### config.mk
export PLATFORM = sky130hd
export DESIGN_NAME = wake_timer
export DESIGN_NICKNAME = d
export VERILOG_FILES = /design/src/rtl/wt_pkg.sv /design/src/rtl/wt_prescaler.sv /design/src/rtl/wt_match.sv /design/src/rtl/wt_counter.sv /design/src/rtl/wake_timer.sv
export SDC_FILE = /design/constraint.sdc
export NUM_CORES = 1
export LEC_CHECK = 0
export BUFFER_PORTS_ARGS = -buffer_cell sky130_fd_sc_hd__buf_2
export CAP_MARGIN = 20
export CORE_UTILIZATION = 50
export DETAILED_ROUTE_END_ITERATION = 12
export PLACE_DENSITY = 0.66
export SLEW_MARGIN = 20
export SYNTH_ARGS = -nofsm -noshare
export SYNTH_HDL_FRONTEND = slang
export SYNTH_SLANG_ARGS = --single-unit
### constraint.sdc
create_clock -name clk -period 7.1 [get_ports clk]
set_input_delay 0 -clock clk [delete_from_list [all_inputs] [get_ports clk]]
set_output_delay 0 -clock clk [all_outputs]
set_load 0.01 [all_outputs]
### src/rtl/wt_pkg.sv
package wt_pkg;
  localparam int unsigned AW = 5;
  localparam int unsigned DW = 16;

  localparam logic [AW-1:0] A_CNT_LO = 5'd0;
  localparam logic [AW-1:0] A_CNT_HI = 5'd1;
  localparam logic [AW-1:0] A_CTRL   = 5'd2;
  localparam logic [AW-1:0] A_INC    = 5'd3;
  localparam logic [AW-1:0] A_IEN    = 5'd10;
  localparam logic [AW-1:0] A_STA    = 5'd11;
  localparam logic [AW-1:0] A_CLR    = 5'd12;

  localparam int C_FRZ  = 3;
  localparam int C_FREE = 6;
  localparam int C_RUN  = 7;
  localparam int C_SRC  = 9;
  localparam int C_STOP = 11;
  localparam logic [11:0] CTRL_MASK = 12'hECB;

  typedef enum logic [1:0] {DIV_4, DIV_16, DIV_256, DIV_32K} div_e;

  function automatic logic [14:0] div_last(logic [1:0] code);
    case (div_e'(code))
      DIV_4:   return 15'd3;
      DIV_16:  return 15'd15;
      DIV_256: return 15'd255;
      default: return 15'd32767;
    endcase
  endfunction

  // channel 0 (A) sits after the reserved words; B..D follow the increment word
  function automatic logic [AW-1:0] cmp_addr(int ch, logic hi);
    logic [AW-1:0] base;
    base = (ch == 0) ? 5'd15 : AW'(4 + 2 * (ch - 1));
    return base + {4'd0, hi};
  endfunction
endpackage

### src/rtl/wt_prescaler.sv
module wt_prescaler #(
  parameter int NSRC = 4,
  parameter int PW   = 15
) (
  input  logic                    clk,
  input  logic                    rst,
  input  logic                    run,
  input  logic [$clog2(NSRC)-1:0] src_sel,
  input  logic [NSRC-1:0]         src_stb,
  input  logic [1:0]              div_code,
  output logic                    tick
);
  import wt_pkg::*;

  logic [PW-1:0] pre_q;
  logic [PW-1:0] last;
  logic          stb;

  assign last = PW'(div_last(div_code));
  assign stb  = src_stb[src_sel];
  assign tick = run && stb && (pre_q >= last);

  always_ff @(posedge clk) begin
    if (rst || !run) begin
      pre_q <= '0;
    end else if (stb) begin
      pre_q <= (pre_q >= last) ? '0 : pre_q + 1'b1;
    end
  end
endmodule

### src/rtl/wt_match.sv
module wt_match #(
  parameter int CW  = 32,
  parameter int NCH = 4
) (
  input  logic [CW-1:0]     cnt,
  input  logic [NCH*CW-1:0] cmp_flat,
  output logic [NCH-1:0]    hit
);
  for (genvar ch = 0; ch < NCH; ch++) begin : g_cmp
    assign hit[ch] = (cnt == cmp_flat[ch*CW +: CW]);
  end
endmodule

### src/rtl/wt_counter.sv
module wt_counter #(
  parameter int CW = 32
) (
  input  logic            clk,
  input  logic            rst,
  input  logic            tick,
  input  logic            reload,
  input  logic            hold,
  input  logic            ld_lo,
  input  logic            ld_hi,
  input  logic [CW/2-1:0] ld_val,
  output logic [CW-1:0]   cnt_q,
  output logic            at_max
);
  localparam int HW = CW / 2;

  logic [CW-1:0] nxt;

  assign at_max = &cnt_q;

  always_comb begin
    nxt = cnt_q;
    if (tick && !hold) begin
      nxt = reload ? '0 : cnt_q + 1'b1;
    end
    if (ld_lo) nxt[HW-1:0]  = ld_val;
    if (ld_hi) nxt[CW-1:HW] = ld_val;
  end

  always_ff @(posedge clk) begin
    if (rst) cnt_q <= '0;
    else     cnt_q <= nxt;
  end
endmodule

### src/rtl/wake_timer.sv
module wake_timer #(
  parameter int CW   = 32,
  parameter int NCH  = 4,
  parameter int NSRC = 4,
  parameter int PW   = 15
) (
  input  logic                   clk,
  input  logic                   rst,
  input  logic                   bus_we,
  input  logic [wt_pkg::AW-1:0]  bus_addr,
  input  logic [wt_pkg::DW-1:0]  bus_wdata,
  output logic [wt_pkg::DW-1:0]  bus_rdata,
  input  logic [NSRC-1:0]        src_stb,
  output logic                   irq
);
  import wt_pkg::*;

  localparam int HW   = CW / 2;
  localparam int NFLG = NCH + 1;
  localparam int SW   = $clog2(NSRC);

  logic [11:0]     ctrl_q;
  logic [NFLG-1:0] ien_q;
  logic [NFLG-1:0] sta_q;
  logic [HW-1:0]   inc_q;
  logic [CW-1:0]   cmp_q [NCH];
  logic [NCH*CW-1:0] cmp_flat;
  logic [CW-1:0]   snap_q;
  logic [CW-1:0]   cnt_q;
  logic [CW-1:0]   cnt_view;
  logic            at_max;
  logic [NCH-1:0]  hit;
  logic            tick;
  logic            stop_a;
  logic            reload;
  logic [NFLG-1:0] set_vec;
  logic [NFLG-1:0] clr_vec;
  logic [DW-1:0]   rd_mux;

  function automatic logic wsel(logic [AW-1:0] a);
    return bus_we && (bus_addr == a);
  endfunction

  wt_prescaler #(.NSRC(NSRC), .PW(PW)) u_pre (
    .clk      (clk),
    .rst      (rst),
    .run      (ctrl_q[C_RUN]),
    .src_sel  (ctrl_q[C_SRC +: SW]),
    .src_stb  (src_stb),
    .div_code (ctrl_q[1:0]),
    .tick     (tick)
  );

  for (genvar ch = 0; ch < NCH; ch++) begin : g_flat
    assign cmp_flat[ch*CW +: CW] = cmp_q[ch];
  end

  wt_match #(.CW(CW), .NCH(NCH)) u_match (
    .cnt      (cnt_q),
    .cmp_flat (cmp_flat),
    .hit      (hit)
  );

  assign stop_a = tick && hit[0] && ctrl_q[C_STOP];
  assign reload = !ctrl_q[C_FREE] && hit[0];

  wt_counter #(.CW(CW)) u_cnt (
    .clk    (clk),
    .rst    (rst),
    .tick   (tick),
    .reload (reload),
    .hold   (stop_a),
    .ld_lo  (wsel(A_CNT_LO)),
    .ld_hi  (wsel(A_CNT_HI)),
    .ld_val (bus_wdata[HW-1:0]),
    .cnt_q  (cnt_q),
    .at_max (at_max)
  );

  assign set_vec = tick ? {at_max, hit} : '0;
  assign clr_vec = wsel(A_CLR) ? bus_wdata[NFLG-1:0] : '0;

  always_ff @(posedge clk) begin
    if (rst) begin
      ctrl_q <= '0;
    end else if (wsel(A_CTRL)) begin
      ctrl_q <= bus_wdata[11:0] & CTRL_MASK;
    end else if (stop_a) begin
      ctrl_q[C_RUN] <= 1'b0;
    end
  end

  always_ff @(posedge clk) begin
    if (rst) begin
      ien_q  <= '0;
      inc_q  <= '0;
      sta_q  <= '0;
      snap_q <= '0;
      irq    <= 1'b0;
    end else begin
      if (wsel(A_IEN)) ien_q <= bus_wdata[NFLG-1:0];
      if (wsel(A_INC)) inc_q <= bus_wdata[HW-1:0];
      sta_q <= (sta_q & ~clr_vec) | set_vec;
      if (!ctrl_q[C_FRZ]) snap_q <= cnt_q;
      irq <= |(sta_q & ien_q);
    end
  end

  for (genvar ch = 0; ch < NCH; ch++) begin : g_cmpreg
    always_ff @(posedge clk) begin
      if (rst) begin
        cmp_q[ch] <= '0;
      end else begin
        if (wsel(cmp_addr(ch, 1'b0))) cmp_q[ch][HW-1:0]  <= bus_wdata[HW-1:0];
        if (wsel(cmp_addr(ch, 1'b1))) cmp_q[ch][CW-1:HW] <= bus_wdata[HW-1:0];
      end
    end
  end

  assign cnt_view = ctrl_q[C_FRZ] ? snap_q : cnt_q;

  always_comb begin
    rd_mux = '0;
    case (bus_addr)
      A_CNT_LO: rd_mux = cnt_view[HW-1:0];
      A_CNT_HI: rd_mux = cnt_view[CW-1:HW];
      A_CTRL:   rd_mux = DW'(ctrl_q);
      A_INC:    rd_mux = inc_q;
      A_IEN:    rd_mux = DW'(ien_q);
      A_STA:    rd_mux = DW'({ctrl_q[C_FRZ], 2'b00, sta_q});
      default:  rd_mux = '0;
    endcase
    for (int ch = 0; ch < NCH; ch++) begin
      if (bus_addr == cmp_addr(ch, 1'b0)) rd_mux = cmp_q[ch][HW-1:0];
      if (bus_addr == cmp_addr(ch, 1'b1)) rd_mux = cmp_q[ch][CW-1:HW];
    end
  end

  always_ff @(posedge clk) begin
    if (rst) bus_rdata <= '0;
    else     bus_rdata <= rd_mux;
  end
endmodule

-- Word-level counts from Yosys, hierarchy flattened
Memory sizes are Yosys's and may differ from the RTL's.
Cells that the tools add are included.
- bitwise gates (word level): 12
- add/subtract/negate cells: 2
- multiplexer cells: 56
- reductions and logical operators: 31
- equal/unequal tests: 20
- order comparisons: 2
- operators with widths (cell ; number):
    $mux 16 ; 18
    $eq 32x32->1 ; 4
    $mux 32 ; 3
    $pmux 16 s6 ; 1
    $pmux 15 s3 ; 1
    $add 32x1->32 const B ; 1
    $reduce_and 32->1 ; 1
    $eq 5x4->1 const B ; 6
    $mux 1 ; 29
    $eq 5x3->1 const B ; 4
    $logic_and 1x1->1 ; 20
    $add 15x1->15 const B ; 1
    $ge 15x15->1 ; 1
    $mux 15 ; 1
    $and 5x5->5 ; 2
    $eq 5x2->1 const B ; 2
    $mux 5 ; 2
    $or 1x1->1 ; 8
    $reduce_bool 2->1 ; 3
    $eq 5x1->1 const B ; 1
    $eq 5x5->1 const B ; 1
    $logic_not 5->1 ; 1
    $not 5->5 ; 1
    $or 5x5->5 ; 1
    other kinds (8) ; 10
- memories kept: 1
- logic and storage cells: 135
- output and inout port bits: 17
- bits in writable memories: 128
- register bits after elaboration: 130
- memory list (memory ; words ; bits a word ; rd ports ; clocked after Yosys merged registers in ; wr ports ; line ; RTL):
    cmp_q ; 4 ; 32 ; 4 ; 0 ; 4 ; wake_timer.sv:26 ; logic [CW-1:0] cmp_q [NCH];

-- Depth between registers and ports, before layout
Gate-level depths: netlist of the first run.
- depth in word-level cells: 10
- mapped depth: 12

-- Cells and area by module
Synthesis of the first run repeated with hierarchy kept, for this count alone.
- cell total of the unflattened synthesis: 1474
- area, all modules: 14269.9 µm²
- by module, submodules not included (module ; instances ; cells an instance ; area each (µm²)):
    wake_timer ; 1 ; 916 ; 9878.2
    wt_counter ; 1 ; 265 ; 1976.9
    wt_match ; 1 ; 172 ; 1386.3
    wt_prescaler ; 1 ; 121 ; 1028.5

-- Worst setup path after synthesis of the first run
No wires, ideal clock.
- path type: register -> register
- from: reg ctrl_q[1]
- to: reg u_cnt.cnt_q[9]
- slack: 4196 ps
- arrival: 2779 ps
- required time: 6975 ps
- stages on the path, launching flop included: 12
- cell sequence: dfxtp_1 clkbuf_1 nand2_1 ha_1 a21boi_0 o2111a_1 nor4b_2 or3_1 buf_2 clkbuf_1 nor3_1 o2bb2ai_1
- word-level cells in the longest chain between the ends: 9
- ends and longest elaborated chain (what ; line ; RTL):
    start, declared ; wake_timer.sv:22 ; logic [11:0] ctrl_q;
    start signal, assigned ; wake_timer.sv:87 ; ctrl_q <= bus_wdata[11:0] & CTRL_MASK;
    $eq 2x2->1, or another cell as far along ; wt_pkg.sv:23 ; case (div_e'(code))
    $pmux 15 s3 (*) ; wt_pkg.sv:23 ;
    $ge 15x15->1 (*) ; wt_prescaler.sv:21 ; assign tick = run && stb && (pre_q >= last);
    $logic_and 1x1->1 (*) ; wt_prescaler.sv:21 ;
    $logic_and 1x1->1 (2 in a row) ; wake_timer.sv:64 ; assign stop_a = tick && hit[0] && ctrl_q[C_STOP];
    $logic_not 1->1 ; wt_counter.sv:23 ; if (tick && !hold) begin
    $logic_and 1x1->1 (*) ; wt_counter.sv:23 ;
    $reduce_bool 2->1 (no source line) (*) ; n/a ;
    end signal, assigned ; wt_counter.sv:32 ; else cnt_q <= nxt;
    end, declared ; wt_counter.sv:12 ; output logic [CW-1:0] cnt_q,
Every way passes the cells marked *; elsewhere a longest branch is shown, timed or not.
A chain may end at the register's enable or synchronous reset.

-- Worst setup path in the final report of the first run
- from: reg ctrl_q[1]
- to: reg u_cnt.cnt_q[25]
The elaborated chain is that of the path after synthesis.

==> results of run 1 <==
worst reg2reg max path, delay by kind of cell (launching register included):
| family | cells | cell delay [ns] |
|---|---|---|
| compound gates | 4 | 0.80 |
| fa+ha+maj | 1 | 0.36 |
| buf+inv | 2 | 0.93 |
| flops | 1 | 0.47 |
| simple gates | 3 | 1.10 |
per-layer routing:
metal,vias to the layer above,global-route usage (%)
li1,5150,-
met1,5616,46.7
met2,846,52.0
met3,184,8.96
met4,2,20.0
met5,-,0
metrics by stage:
stage,setup slack [ns],cell area [um2],util (%)
after floorplan,4.20,13600,-
after global placement,3.96,14000,53.3
after detailed placement,3.83,14000,53.3
after CTS,3.38,15200,57.8
after global routing,3.09,15200,57.8
final,3.39,15200,57.8
sequential cells by signal (all words and copies together) (netlist names):
name         cells
cmp_q          128
snap_q          32
u_cnt.cnt_q     32
bus_rdata       16
inc_q           16
u_pre.pre_q     15
ctrl_q           8
ien_q            5
sta_q            5
irq              1
worst min path at each step:
stage | end | slack (ns) | cells after the start
after detailed placement | bus_rdata[14] | 0.39 | 2
after CTS | u_pre.pre_q[0] | 0.02 | 4
after floorplan | u_cnt.cnt_q[1] | 0.13 | 1
after global placement | u_cnt.cnt_q[17] | 0.36 | 2
final | u_pre.pre_q[0] | 0.03 | 4
after global routing | u_pre.pre_q[0] | 0.09 | 4
power breakdown:
part	internal, mW	switching, mW	leakage [nW]
sequential	1.61	0.0446	2.27
clock	0.965	0.643	0.494
combinational	0.0701	0.149	2.39
cell type report:
| cell class | instances | area, um2 | area share [%] |
|---|---|---|---|
| sequential | 258 | 6450 | 42.3 |
| clock inverter | 23 | 277 | 1.81 |
| clock buffer | 31 | 733 | 4.81 |
| tap | 335 | 419 | 2.75 |
| inverter | 13 | 48.8 | 0.320 |
| timing repair buffer | 98 | 673 | 4.42 |
| multi-input combinational | 1047 | 6640 | 43.6 |
cells by family after synthesis:
logic type	synth area share (%)
AO/OA/AOI/OAI	13.1
AND/OR/NAND/NOR	21.5
adder cells (fa/ha/maj)	0.902
buffers and inverters	3.77
XOR/XNOR	9.86
flip-flops	47.4
multiplexers	3.45
placed cells by master, fill, tap and decap left out, types with 13 or more instances in the layout:
master / n
sky130_fd_sc_hd__nand2_1: 140
sky130_fd_sc_hd__and2_1: 137
sky130_fd_sc_hd__nor2_1: 131
sky130_fd_sc_hd__dfxtp_1: 129
sky130_fd_sc_hd__edfxtp_1: 128
sky130_fd_sc_hd__xnor2_1: 109
sky130_fd_sc_hd__a21oi_1: 74
sky130_fd_sc_hd__nand3_1: 46
sky130_fd_sc_hd__xor2_1: 44
sky130_fd_sc_hd__buf_2: 43
sky130_fd_sc_hd__mux2i_1: 39
sky130_fd_sc_hd__buf_4: 37
sky130_fd_sc_hd__nand4_1: 35
sky130_fd_sc_hd__a221oi_1: 34
sky130_fd_sc_hd__o21ai_0: 29
sky130_fd_sc_hd__clkbuf_16: 29
sky130_fd_sc_hd__nor3_1: 21
sky130_fd_sc_hd__nor4_1: 21
sky130_fd_sc_hd__a22oi_1: 20
sky130_fd_sc_hd__dlygate4sd3_1: 18
sky130_fd_sc_hd__o22ai_1: 14
sky130_fd_sc_hd__inv_1: 13
==> results summary, run 1 <==
The via count of the first global-routing pass is 11000. The number of sinks handled by clock tree synthesis is 258. By count the netlist is led by 140 x sky130_fd_sc_hd__nand2_1, 137 x sky130_fd_sc_hd__and2_1, 132 x sky130_fd_sc_hd__nor2_1, 130 x sky130_fd_sc_hd__dfxtp_1, 128 x sky130_fd_sc_hd__edfxtp_1. After synthesis the netlist holds a flip-flop and latch count of 258. The overall die height is 167 um. The final net count came out at 1484. The worst-case IR drop observed on VDD is 0.181 mV.

In the post-synthesis netlist, the biggest area contributors are sky130_fd_sc_hd__edfxtp_1 28%, sky130_fd_sc_hd__dfxtp_1 19%, sky130_fd_sc_hd__xnor2_1 7.0%, sky130_fd_sc_hd__and2_1 6.3%, sky130_fd_sc_hd__nand2_1 3.9%. The internal reg-to-reg setup slack came out at 3.39 ns. The number of placement rows is 59. The ratio of total power to cell area came out at 229 mW/mm2.

Hold repair after CTS inserted 18 buffers. The fraction of layout instances using a drive strength above 1 is 9.93%. The core box area is 0.0264 mm2. The number of antenna violations at the first check in global routing came out at 2. The worst hold path begins at src_stb[0]. STA classifies the critical path endpoint as a register. The number of antenna-violating nets in the routed design came out at 0. Setup repair after global routing left no endpoint under its margin. TritonCTS built the clock tree. The startpoint of the most critical setup path is ctrl_q[1]. The sequential cell area fraction in the yosys report came out at 47.4%. The number of max-slew violations in the final report came to 0.

The top layer used by detailed routing is met5. The library cell occupying the most area in the post-synthesis netlist is sky130_fd_sc_hd__edfxtp_1. The global-route wire length before repair is 72000 um. The leftover overflow at the end of global routing is 0. The slew of the pin with the lowest slew margin is 1.16 ns. The total of max-cap violations came out at 0. Traced cell by cell, the critical path runs through nand2_1, ha_1, a21boi_0, o2111a_1, nor4b_2, or3_1, buf_4, o21ai_0, a211oi_1, dlygate4sd3_1.

At the worst endpoint, the arrival time is 4.22 ns. The most frequently used flop master after synthesis is sky130_fd_sc_hd__dfxtp_1. The start of the worst register-to-register path is ctrl_q[1].

The required time of the critical path came out at 7.61 ns. In this run the worst hold path is classified as input pin to register. On the final layout, the worst hold slack is 0.0252 ns. Across all layers, the routed design uses 11800 vias. The floorplan die area is 0.0278 mm2. Wire segments on met2 add up to 21200 um in the final route. Clock-pin slew was measured on the worst setup and hold paths at 0.07 ns. In this run, the number of DRC markers left after iteration 0 of detailed routing was 1490. In this run the tightest slew margin relative to its limit is 22.2%.

The clock network latency to the later pin of the worst-skew pair is 0.56 ns. The final period utilization came out at 52.2%. The count of cells resized by post-cts repair came out at 0. STA classifies the critical path startpoint as a register.

The number of buffers created by CTS is 29. The flow ran to the end, and the final reports show no timing, DRC or antenna violations. In the post-synthesis netlist, the cell with the most instances is sky130_fd_sc_hd__nand2_1. Counting flops with a built-in enable in the synthesized netlist gives 128. The proportion of register bits with asynchronous set or reset after synthesis came out at 0%. The pin count of the biggest net entering global routing is 83. The number of setup buffers added after CTS is 0. The maximum level of the CTS H-tree is 1.

Across the routed clock network, the largest skew measured is 0.0121 ns. The count of non-filler cells in the finished layout is 1805. The congestion estimate from routability-driven global placement came to 1.00.

The largest buffer count on any clock path is 3. The post-synthesis to final-layout area growth is 12.1%. The antenna diode count came out at 0. The die is 167 um wide. The number of instances in the synthesized netlist came out at 1441. The endpoint identified for the worst register-to-register timing path is u_cnt.cnt_q[25]. The mean cell area of the mapped netlist came out at 9.43 um2. The final routed wirelength across all metal layers came out at 49700 um. The average vias per placed instance is 6.54. Based on the critical path, the design can be clocked at up to 270 MHz. The biggest fanout along the worst timing path came out at 38. In this design, the largest share of critical-path delay is due to simple AND/OR/NAND/NOR gates. The leakage power figure came out at 5.15 nW.

For this run, the number of Yosys warnings is 0. The type of the worst setup path is register to register. The tree is rooted in a sky130_fd_sc_hd__clkbuf_16.

Summed over all failing endpoints, the final setup total negative slack is 0 ns. Synthesis instantiated 66 different standard cells from the library. Counting cells, the worst reg-to-reg path comes to 10. The worst-path cell with the longest stage delay is sky130_fd_sc_hd__nor4b_2.

The final setup violation count is 0. The synthesized design devotes to its leading area cell type 28.3% of total area. The sum of buffers and inverters on the critical path is 2. The starting density of the core came out at 51.6%. The net count of the mapped netlist came out at 1478. The total routing usage reported by global routing came out at 35.1%. The critical path runs through a total of 10 cells. The detailed-routing iteration count for the pre-antenna-repair pass came out at 6.

The post-synth design cell area came out at 0.0136 mm2. The count of placed standard cells including taps came out at 1733. The count of endpoints failing hold in the final timing report is 0.

The fill cell total of the finished layout is 2303. Following the worst setup path forward leads to its endpoint at u_cnt.cnt_q[25]. The per-cell routed wire length is 27.5 um. The clock period could shrink to 3.71 ns. The final HPWL from detailed placement came out at 33400 um.

The overall power consumption is 3.49 mW. In the routed design, unresolved DRC markers number 0. The routed length on met3 is 6270 um.

The port buffer count came out at 44. The delay of the slowest cell on the worst path is 0.65 ns. The detailed-route wire length on metal 1 is 19100 um.

For this design the top-level I/O count stands at 45.
Note: power is estimated with default switching activity, not from simulation.
==> run 2, diff against run 1 <==
--- a/config.mk
+++ b/config.mk
@@ -5,11 +5,12 @@
 export SDC_FILE = /design/constraint.sdc
 export NUM_CORES = 1
 export LEC_CHECK = 0
+export ABC_AREA = 1
 export BUFFER_PORTS_ARGS = -buffer_cell sky130_fd_sc_hd__buf_2
 export CAP_MARGIN = 20
 export CORE_UTILIZATION = 50
 export DETAILED_ROUTE_END_ITERATION = 12
-export PLACE_DENSITY = 0.66
+export PLACE_DENSITY = 0.69
 export SLEW_MARGIN = 20
 export SYNTH_ARGS = -nofsm -noshare
 export SYNTH_HDL_FRONTEND = slang
==> constraint.sdc (replaced) <==
create_clock -name clk -period 3.1 [get_ports clk]
set_input_delay 0 -clock clk [delete_from_list [all_inputs] [get_ports clk]]
set_output_delay 0 -clock clk [all_outputs]
set_load 0.01 [all_outputs]
==> run 2 against run 1 <==
Compared with the run above: sequential share of layout area shrank 2.0 points; worst setup slack lost 3.0 ns; non-clock buffer count rose by 7; synthesized cell count grew 32%; wire length fell by 8.4%; total power increased by 130%; maximum frequency grew 38%; flip-flop and latch count stayed put; hold slack worse by 0.0022 ns; die area up 5.4%; clock power increased by 120%; critical endpoint is now u_cnt.cnt_q[16]; largest cell class unchanged.
==> results summary, run 2 <==
In this run the remaining antenna-violating nets after routing total 0. The number of buffers created by CTS came out at 29. After detailed routing, the total wire length is 45500 um. Along the worst path, the maximum fanout reaches 8. The port buffer count came out at 44. The analysis attributes to cell leakage a power of 6.61 nW. The antenna diode count came out at 0. The ratio of total power to cell area is 495 mW/mm2. In the final layout, the registers with the most flip-flops are cmp_q x128, snap_q x32, u_cnt.cnt_q x32.

The pin count of the biggest net entering global routing is 65. The highest achievable clock rate came out at 371 MHz. The maximum level of the CTS H-tree is 1. For this run, the register share of the synthesized area comes to 45.0%. By instance count, the leading cell after synthesis is sky130_fd_sc_hd__nand2_1. Setup repair after global routing left no endpoint under its margin. Counting cells, the worst reg-to-reg path comes to 10. The arrival time at the worst endpoint is 3.14 ns.

The number of unique standard cell types used by synthesis is 39. The clock transition time at the flip-flop clock pins of the worst setup and hold paths is 0.06 ns. The final HPWL from detailed placement came out at 33200 um.

The path category of the worst min-delay check is input pin to register. The run finished with clean final reports. In the synthesized netlist the async set-or-reset flop fraction comes to 0%.

The fill cell total of the finished layout came out at 2628. Dividing the detail-routed wire length by the instance count gives 19.4 um. The fraction of layout instances using a drive strength above 1 came out at 8.61%.

The worst relative slew slack came out at 44.5%. The count of endpoints failing hold in the final timing report came out at 0. The overall die height came out at 171 um. After detailed routing, the number of vias per cell comes to 5.65. The net count of the mapped netlist came out at 1941. The post-synthesis to final-layout area growth came out at 11.5%. The worst setup path is of the register to register kind. The via total after detailed routing is 13200. The clock passes through at most 3 buffers.

The peak supply drop is 0.540 mV. The final period utilization came out at 86.9%. The worst setup path is captured at a register. In this run the critical register-to-register path is captured at u_cnt.cnt_q[16]. The required time of the critical path came out at 3.54 ns.

sky130_fd_sc_hd__edfxtp_1 takes more of the synthesized area than any other cell. Setup total negative slack on the finished layout was measured at 0 ns. 45 I/O pins were placed. The detailed-routing iteration count for the pre-antenna-repair pass is 6. The count of synthesis-stage warnings from yosys came out at 0. The global-route wire length before repair came out at 69700 um.

The total routing usage reported by global routing is 31.5%. For this run, the leading register cell type out of synthesis is sky130_fd_sc_hd__dfxtp_1. The category of the worst setup path launch point is a register. By count the netlist is led by 435 x sky130_fd_sc_hd__nand2_1, 350 x sky130_fd_sc_hd__nor2_1, 150 x sky130_fd_sc_hd__inv_1, 130 x sky130_fd_sc_hd__dfxtp_1, 128 x sky130_fd_sc_hd__edfxtp_1.

The die extent in x came out at 171 um. The clock network latency to the later pin of the worst-skew pair came out at 0.56 ns. The starting density of the core came out at 51.2%. The cell at the root of the clock tree is sky130_fd_sc_hd__clkbuf_16. CTS saw 258 sinks. Prior to clock tree synthesis, the placed netlist has a worst setup slack of 0.496 ns. After detailed routing, the number of remaining DRC violations is 0. The number of antenna violations at the first check in global routing was 0. The number of placement rows came out at 61. The sequential cells in the finished layout cover a total of 0.00645 mm2.

TritonCTS built the clock tree. Across the routed clock network, the largest skew measured is 0.0156 ns. In this run the most critical hold path is launched from rst.

The post-synth design cell area is 0.0143 mm2. A synthesized cell averages 7.53 um2. Counting flops and latches in the post-synthesis netlist gives 258. The floorplan step defined a die boundary enclosing 0.0294 mm2. Setup violations remaining at the end of the flow were counted as 0. The synthesized design contains 128 enable-type register cells. The internal reg-to-reg setup slack came out at 0.41 ns. The number of setup buffers added after CTS is 0. The leftover overflow at the end of global routing is 0. cmp_q holds more flip-flops than any other register. Leaving out fill and tap cells, the most frequent cells in the layout are 435 x sky130_fd_sc_hd__nand2_1, 349 x sky130_fd_sc_hd__nor2_1, 150 x sky130_fd_sc_hd__inv_1. Along the worst hold path, the cell count comes to 4.

The post-route worst setup slack is 0.405 ns. The core region is 0.0280 mm2. The detailed router finished its first iteration with 1476 violations. The placed cell area is 0.0148 mm2.

By area the synthesized netlist is led by sky130_fd_sc_hd__edfxtp_1 27%, sky130_fd_sc_hd__dfxtp_1 18%, sky130_fd_sc_hd__nand2_1 11%, sky130_fd_sc_hd__nor2_1 9.2%, sky130_fd_sc_hd__xnor2_1 5.6%. The weighted congestion reported at the end of routability-driven placement came out at 0.967. For hold timing, the worst endpoint is bus_rdata[5].

The multi-input combinational cells in the finished layout cover a total of 0.00668 mm2. The slew of the pin with the lowest slew margin came out at 0.824 ns. The total of max-cap violations is 0. The worst register-to-register path begins at u_cnt.cnt_q[0]. The most common cell after layout, fill and taps aside is sky130_fd_sc_hd__nand2_1. After routing the design area is 0.0160 mm2. The flip-flop count of the largest register, all copies and words added is 128. For this run, the post-layout net count is 1976. The shortest period the worst path allows is 2.69 ns. The number of instances in the synthesized netlist is 1904. The top cell type's share of synthesized area came out at 26.8%.

The via count of the first global-routing pass is 12400. The number of max-slew violations in the final report is 0.
[run 2: cell families (layout without fill, tap and decap cells)]
| kind of cell | Yosys count | count (layout) | share of synthesized area, % |
|---|---|---|---|
| AOI/OAI and AO/OA | 215 | 215 | 8.09 |
| xor gates and xnor gates | 136 | 136 | 8.31 |
| adders and majority gates | 9 | 9 | 0.785 |
| buffers and inverters | 279 | 337 | 8.50 |
| DFF | 258 | 258 | 45.0 |
| and+or+nand+nor | 1007 | 1007 | 29.4 |
[run 2: cell type report]
class	instances	share of cell area [%]
Timing Repair Buffer	105	4.57
Clock buffer	37	4.79
Sequential cell	258	40.3
Clock inverter	17	1.39
Multi-Input combinational cell	1367	41.8
Inverter	178	4.21
Tap cell	378	2.96
[run 2: power breakdown]
group / leakage (nW) / internal (mW) / switching [mW]
combinational: 3.86 / 0.173 / 0.338
clock: 0.475 / 2.16 / 1.44
sequential: 2.27 / 3.70 / 0.0942
total: 6.61 / 6.03 / 1.87
[run 2: critical path, cell delays in order, from the launching register on]
cell and delay, ns:
sky130_fd_sc_hd__dfxtp_1 0.66, sky130_fd_sc_hd__ha_1 0.41, sky130_fd_sc_hd__nand2_1 0.11, sky130_fd_sc_hd__nor2_1 0.38, sky130_fd_sc_hd__nand2_1 0.18, sky130_fd_sc_hd__nor2_1 0.35
sky130_fd_sc_hd__xor2_1 0.11, sky130_fd_sc_hd__nand3_1 0.10, sky130_fd_sc_hd__o21ai_0 0.08, sky130_fd_sc_hd__a21oi_1 0.14, sky130_fd_sc_hd__nor2_1 0.06
[run 2: layer usage]
layer | GRT usage, % | wire length (um)
met2 | 48.9 | 19900
met4 | 13.0 | 1950
met5 | 0 | 0
met1 | 44.0 | 19000
met3 | 4.49 | 4620
[run 2: repair_timing]
action	4_1_cts	5_1_grt
endpoints found under the hold margin	48	0
resized for setup	0	0
hold buffers	16	0
setup endpoints to repair	0	0
[run 2: worst max-delay path by stage]
| stage | from | to | slack, ns | depth (start not counted) |
|---|---|---|---|---|
| 2_1_floorplan | bus_addr[1] | cmp_q[3][16] | 0.64 | 6 |
| 3_3_place_gp | u_cnt.cnt_q[0] | u_cnt.cnt_q[16] | 0.47 | 10 |
| 3_5_place_dp | u_cnt.cnt_q[0] | u_cnt.cnt_q[16] | 0.50 | 10 |
| 4_1_cts | u_cnt.cnt_q[0] | u_cnt.cnt_q[16] | 0.48 | 10 |
| 5_1_grt | ctrl_q[1] | u_cnt.cnt_q[24] | 0.26 | 11 |
| 6_report | u_cnt.cnt_q[0] | u_cnt.cnt_q[16] | 0.41 | 10 |
[run 2: metrics by stage]
step                      instances  hold WS [ns]  power, mW  util (%)
after floorplan                1904         0.148       4.15         -
after global placement         2270         0.346       4.33      53.0
after detailed placement       2270         0.364       4.35      53.0
after CTS                      2340       0.00704       7.92      57.1
after global routing           2340        0.0603       8.10      57.1
final                          2340        0.0231       7.91      57.1
==> run 3, diff against run 2 <==
--- a/config.mk
+++ b/config.mk
@@ -8,9 +8,12 @@
 export ABC_AREA = 1
 export BUFFER_PORTS_ARGS = -buffer_cell sky130_fd_sc_hd__buf_2
 export CAP_MARGIN = 20
-export CORE_UTILIZATION = 50
+export CELL_PAD_IN_SITES_DETAIL_PLACEMENT = 0
+export CELL_PAD_IN_SITES_GLOBAL_PLACEMENT = 1
+export CORE_UTILIZATION = 42
 export DETAILED_ROUTE_END_ITERATION = 12
-export PLACE_DENSITY = 0.69
+export GPL_TIMING_DRIVEN = 0
+export PLACE_DENSITY_LB_ADDON = 0.1
 export SLEW_MARGIN = 20
 export SYNTH_ARGS = -nofsm -noshare
 export SYNTH_HDL_FRONTEND = slang
==> run 3 against run 2 <==
Compared with the run above: global-route usage decreased by 1.1 points; highest routed layer unchanged; maximum frequency decreased by 0.52%; clock skew increased by 0.0054 ns; first-iteration DRC count decreased by 21%; register-to-register slack improved by 0.06 ns; flip-flop and latch count unchanged; total power increased by 4.0%; count of clock-buffer cells in the layout increased by 6; worst setup slack got worse by 0.014 ns; cell count increased by 5.9%.
==> results summary, run 3 (synthesis results as in run 2) <==
The switching power of the nets is 2.01 mW. The via count of the first global-routing pass came to 12800. The post-layout instance area came out at 0.0165 mm2. The count of cells resized by post-cts repair came out at 0.

Entering global routing, the biggest net connects 17 pins. The TritonCTS clock tree is yes. The detailed-route DRC error count came out at 0. The endpoint type of the worst setup path is a register. The fraction of layout instances using a drive strength above 1 is 9.56%.

The ratio of total power to cell area came out at 499 mW/mm2. The global-route wire length before repair is 79300 um. The run finished with clean final reports. The final layout contains routed wiring with a total length of 53500 um. The delay of the slowest cell on the worst path is 0.81 ns. The number of cells on the critical path is 5. The leftover overflow at the end of global routing came out at 0. The category of the worst setup path launch point is an input pin. The die extent in x came out at 187 um. The number of antenna violations at the first check in global routing is 0. The port buffer count came out at 43. The design draws 8.23 mW. The leakage power figure is 6.81 nW. The flip-flop count of the largest register, all copies and words added is 128. After detailed routing, the average wire length per cell comes to 21.6 um. The final HPWL from detailed placement came out at 40800 um. Leaving out fill and tap cells, the most frequent cell in the layout is sky130_fd_sc_hd__nand2_1. The maximum level of the CTS H-tree is 1. The count of endpoints failing hold in the final timing report came out at 0. More flip-flops sit in one register than any other, and that register is cmp_q. The worst-path cell with the longest stage delay is sky130_fd_sc_hd__clkbuf_1. The largest buffer count on any clock path came out at 3. The final core utilization is 49.2%. The highest achievable clock rate is 369 MHz.

Leaving out fill and tap cells, the most frequent cells in the layout are 435 x sky130_fd_sc_hd__nand2_1, 350 x sky130_fd_sc_hd__nor2_1, 150 x sky130_fd_sc_hd__inv_1. The dominant delay contributor by cell family on the critical path is buffers and inverters. The most repeated library cell on the critical path is sky130_fd_sc_hd__clkbuf_1. The finished layout holds 2477 standard cells, fillers aside. The internal power is 6.22 mW. The peak supply drop is 0.529 mV. The clock share of power is 47.2%. Clock tree synthesis selected as its root buffer the cell sky130_fd_sc_hd__clkbuf_16. The repair_antennas step left the layout with diodes totalling 0.

At the end of the flow, the number of nets in the layout was 2041. The total routing usage reported by global routing came out at 30.4%. Setup violations remaining at the end of the flow were counted as 0. The starting density of the core is 42.8%. The average vias per placed instance is 5.35. For this block, the via count after detailed routing is 13300. The placed cell area came out at 0.0152 mm2. The number of placement rows came out at 67. The count of pins on the block boundary came out at 45. The count of placed standard cells including taps is 2402. The shortest period the worst path allows came out at 2.71 ns. Buffers inserted to repair hold after CTS numbered 17. Setup repair after global routing left no endpoint under its margin. The number of max-slew violations in the final report came to 0.

The worst relative slew slack came out at 33.6%. In this run the vertical extent of the chip is 187 um. The clock transition time at the flip-flop clock pins of the worst setup and hold paths is 0.06 ns.

The biggest fanout along the worst timing path is 16. The clock network latency to the later pin of the worst-skew pair is 0.59 ns. The switching part of the total came out at 24.4%. The min-delay analysis places its worst path in the category input pin to register. The number of buffers created by CTS came out at 31. The floorplan die area came out at 0.0349 mm2. The required time of the critical path is 3.22 ns. The fill cell total of the finished layout is 3393. The internal reg-to-reg setup slack came out at 0.47 ns. The arrival time at the worst endpoint is 2.83 ns. The number of antenna-violating nets in the routed design is 0. The number of cells on the worst hold path came out at 6. The largest registers in the layout are cmp_q x128, snap_q x32, u_cnt.cnt_q x32. The number of sinks handled by clock tree synthesis is 258. The core box area came out at 0.0335 mm2. From synthesis to final layout, the design area changed by 15.0%.

The total of max-cap violations came out at 0. The slew of the pin with the lowest slew margin came out at 0.996 ns. The DRC violation total after the first TritonRoute iteration is 1164. The detailed-routing iteration count for the pre-antenna-repair pass is 5. The number of setup buffers added after CTS came out at 0. The critical path in this run is classified as input pin to register. Dividing the final minimum period by the clock period gives 87.4%. The share of total power in sequential cells came out at 45.9%. The final clock skew is 0.0210 ns. The combinational group share of total power came out at 6.9%.

Routability-driven placement finished with a final weighted congestion of 0.949. Traced cell by cell, the critical path runs through clkbuf_1, clkinv_1, clkbuf_1, clkbuf_1, nand2_1. The number of buffers and inverters on the critical path is 4. The depth of the worst register-to-register path is 12.
==> run 3: path summary, 6_finish.rpt <==
check,to,from
max,cmp_q[2][25],rst
min,u_pre.pre_q[1],src_stb[2]
max reg2reg,u_cnt.cnt_q[13],u_cnt.cnt_q[28]
min reg2reg,ien_q[3],ien_q[3]
==> run 3: routing by layer <==
layer	share of wire (%)	track usage, %	vias to the layer above
met3	6.1	2.88	106
met2	47	51.5	469
met4	3.8	11.6	0
met5	0	0	-
met1	43	39.9	6318
li1	-	-	6361
==> run 3: area by class of cell <==
type	instances	area, um2	area share (%)
multi-input combinational	1367	6700	40.6
sequential	258	6450	39.1
clock buffer	43	891	5.40
inverter	178	673	4.08
tap	448	561	3.40
buffer	101	546	3.31
timing repair buffer	67	475	2.88
clock inverter	15	193	1.17
==> run 3: metrics by stage <==
step	hold WS, ns	TNS (ns)	setup slack (ns)
after floorplan	0.148	0	0.640
after global placement	0.356	-62.62	-1.31
after detailed placement	0.361	-3.00	-0.190
after CTS	0.0130	0	0.419
after global routing	0.0684	0	0.234
final	0.0223	0	0.391
==> run 3: worst reg2reg max path, stage by stage, from the launching register on <==
cell,delay [ns]
sky130_fd_sc_hd__dfxtp_1,0.30
sky130_fd_sc_hd__buf_2,0.27
sky130_fd_sc_hd__xnor2_1,0.16
sky130_fd_sc_hd__nand2_1,0.06
sky130_fd_sc_hd__nor2_1,0.24
sky130_fd_sc_hd__nand2_1,0.12
sky130_fd_sc_hd__nor2_2,0.20
sky130_fd_sc_hd__nand3_2,0.29
sky130_fd_sc_hd__nand2_2,0.22
sky130_fd_sc_hd__buf_2,0.29
sky130_fd_sc_hd__o21ai_0,0.16
sky130_fd_sc_hd__a21oi_1,0.16
sky130_fd_sc_hd__nor2_1,0.06
==> run 3: power by group through the flow <==
stage | Sequential [mW] | Combinational [mW] | Clock (mW)
2_1_floorplan | 3.84 | 0.316 | 0
3_3_place_gp | 3.85 | 0.523 | 0
3_5_place_dp | 3.85 | 0.544 | 0
4_1_cts | 3.78 | 0.563 | 3.91
5_1_grt | 3.79 | 0.614 | 4.03
6_report | 3.78 | 0.569 | 3.88
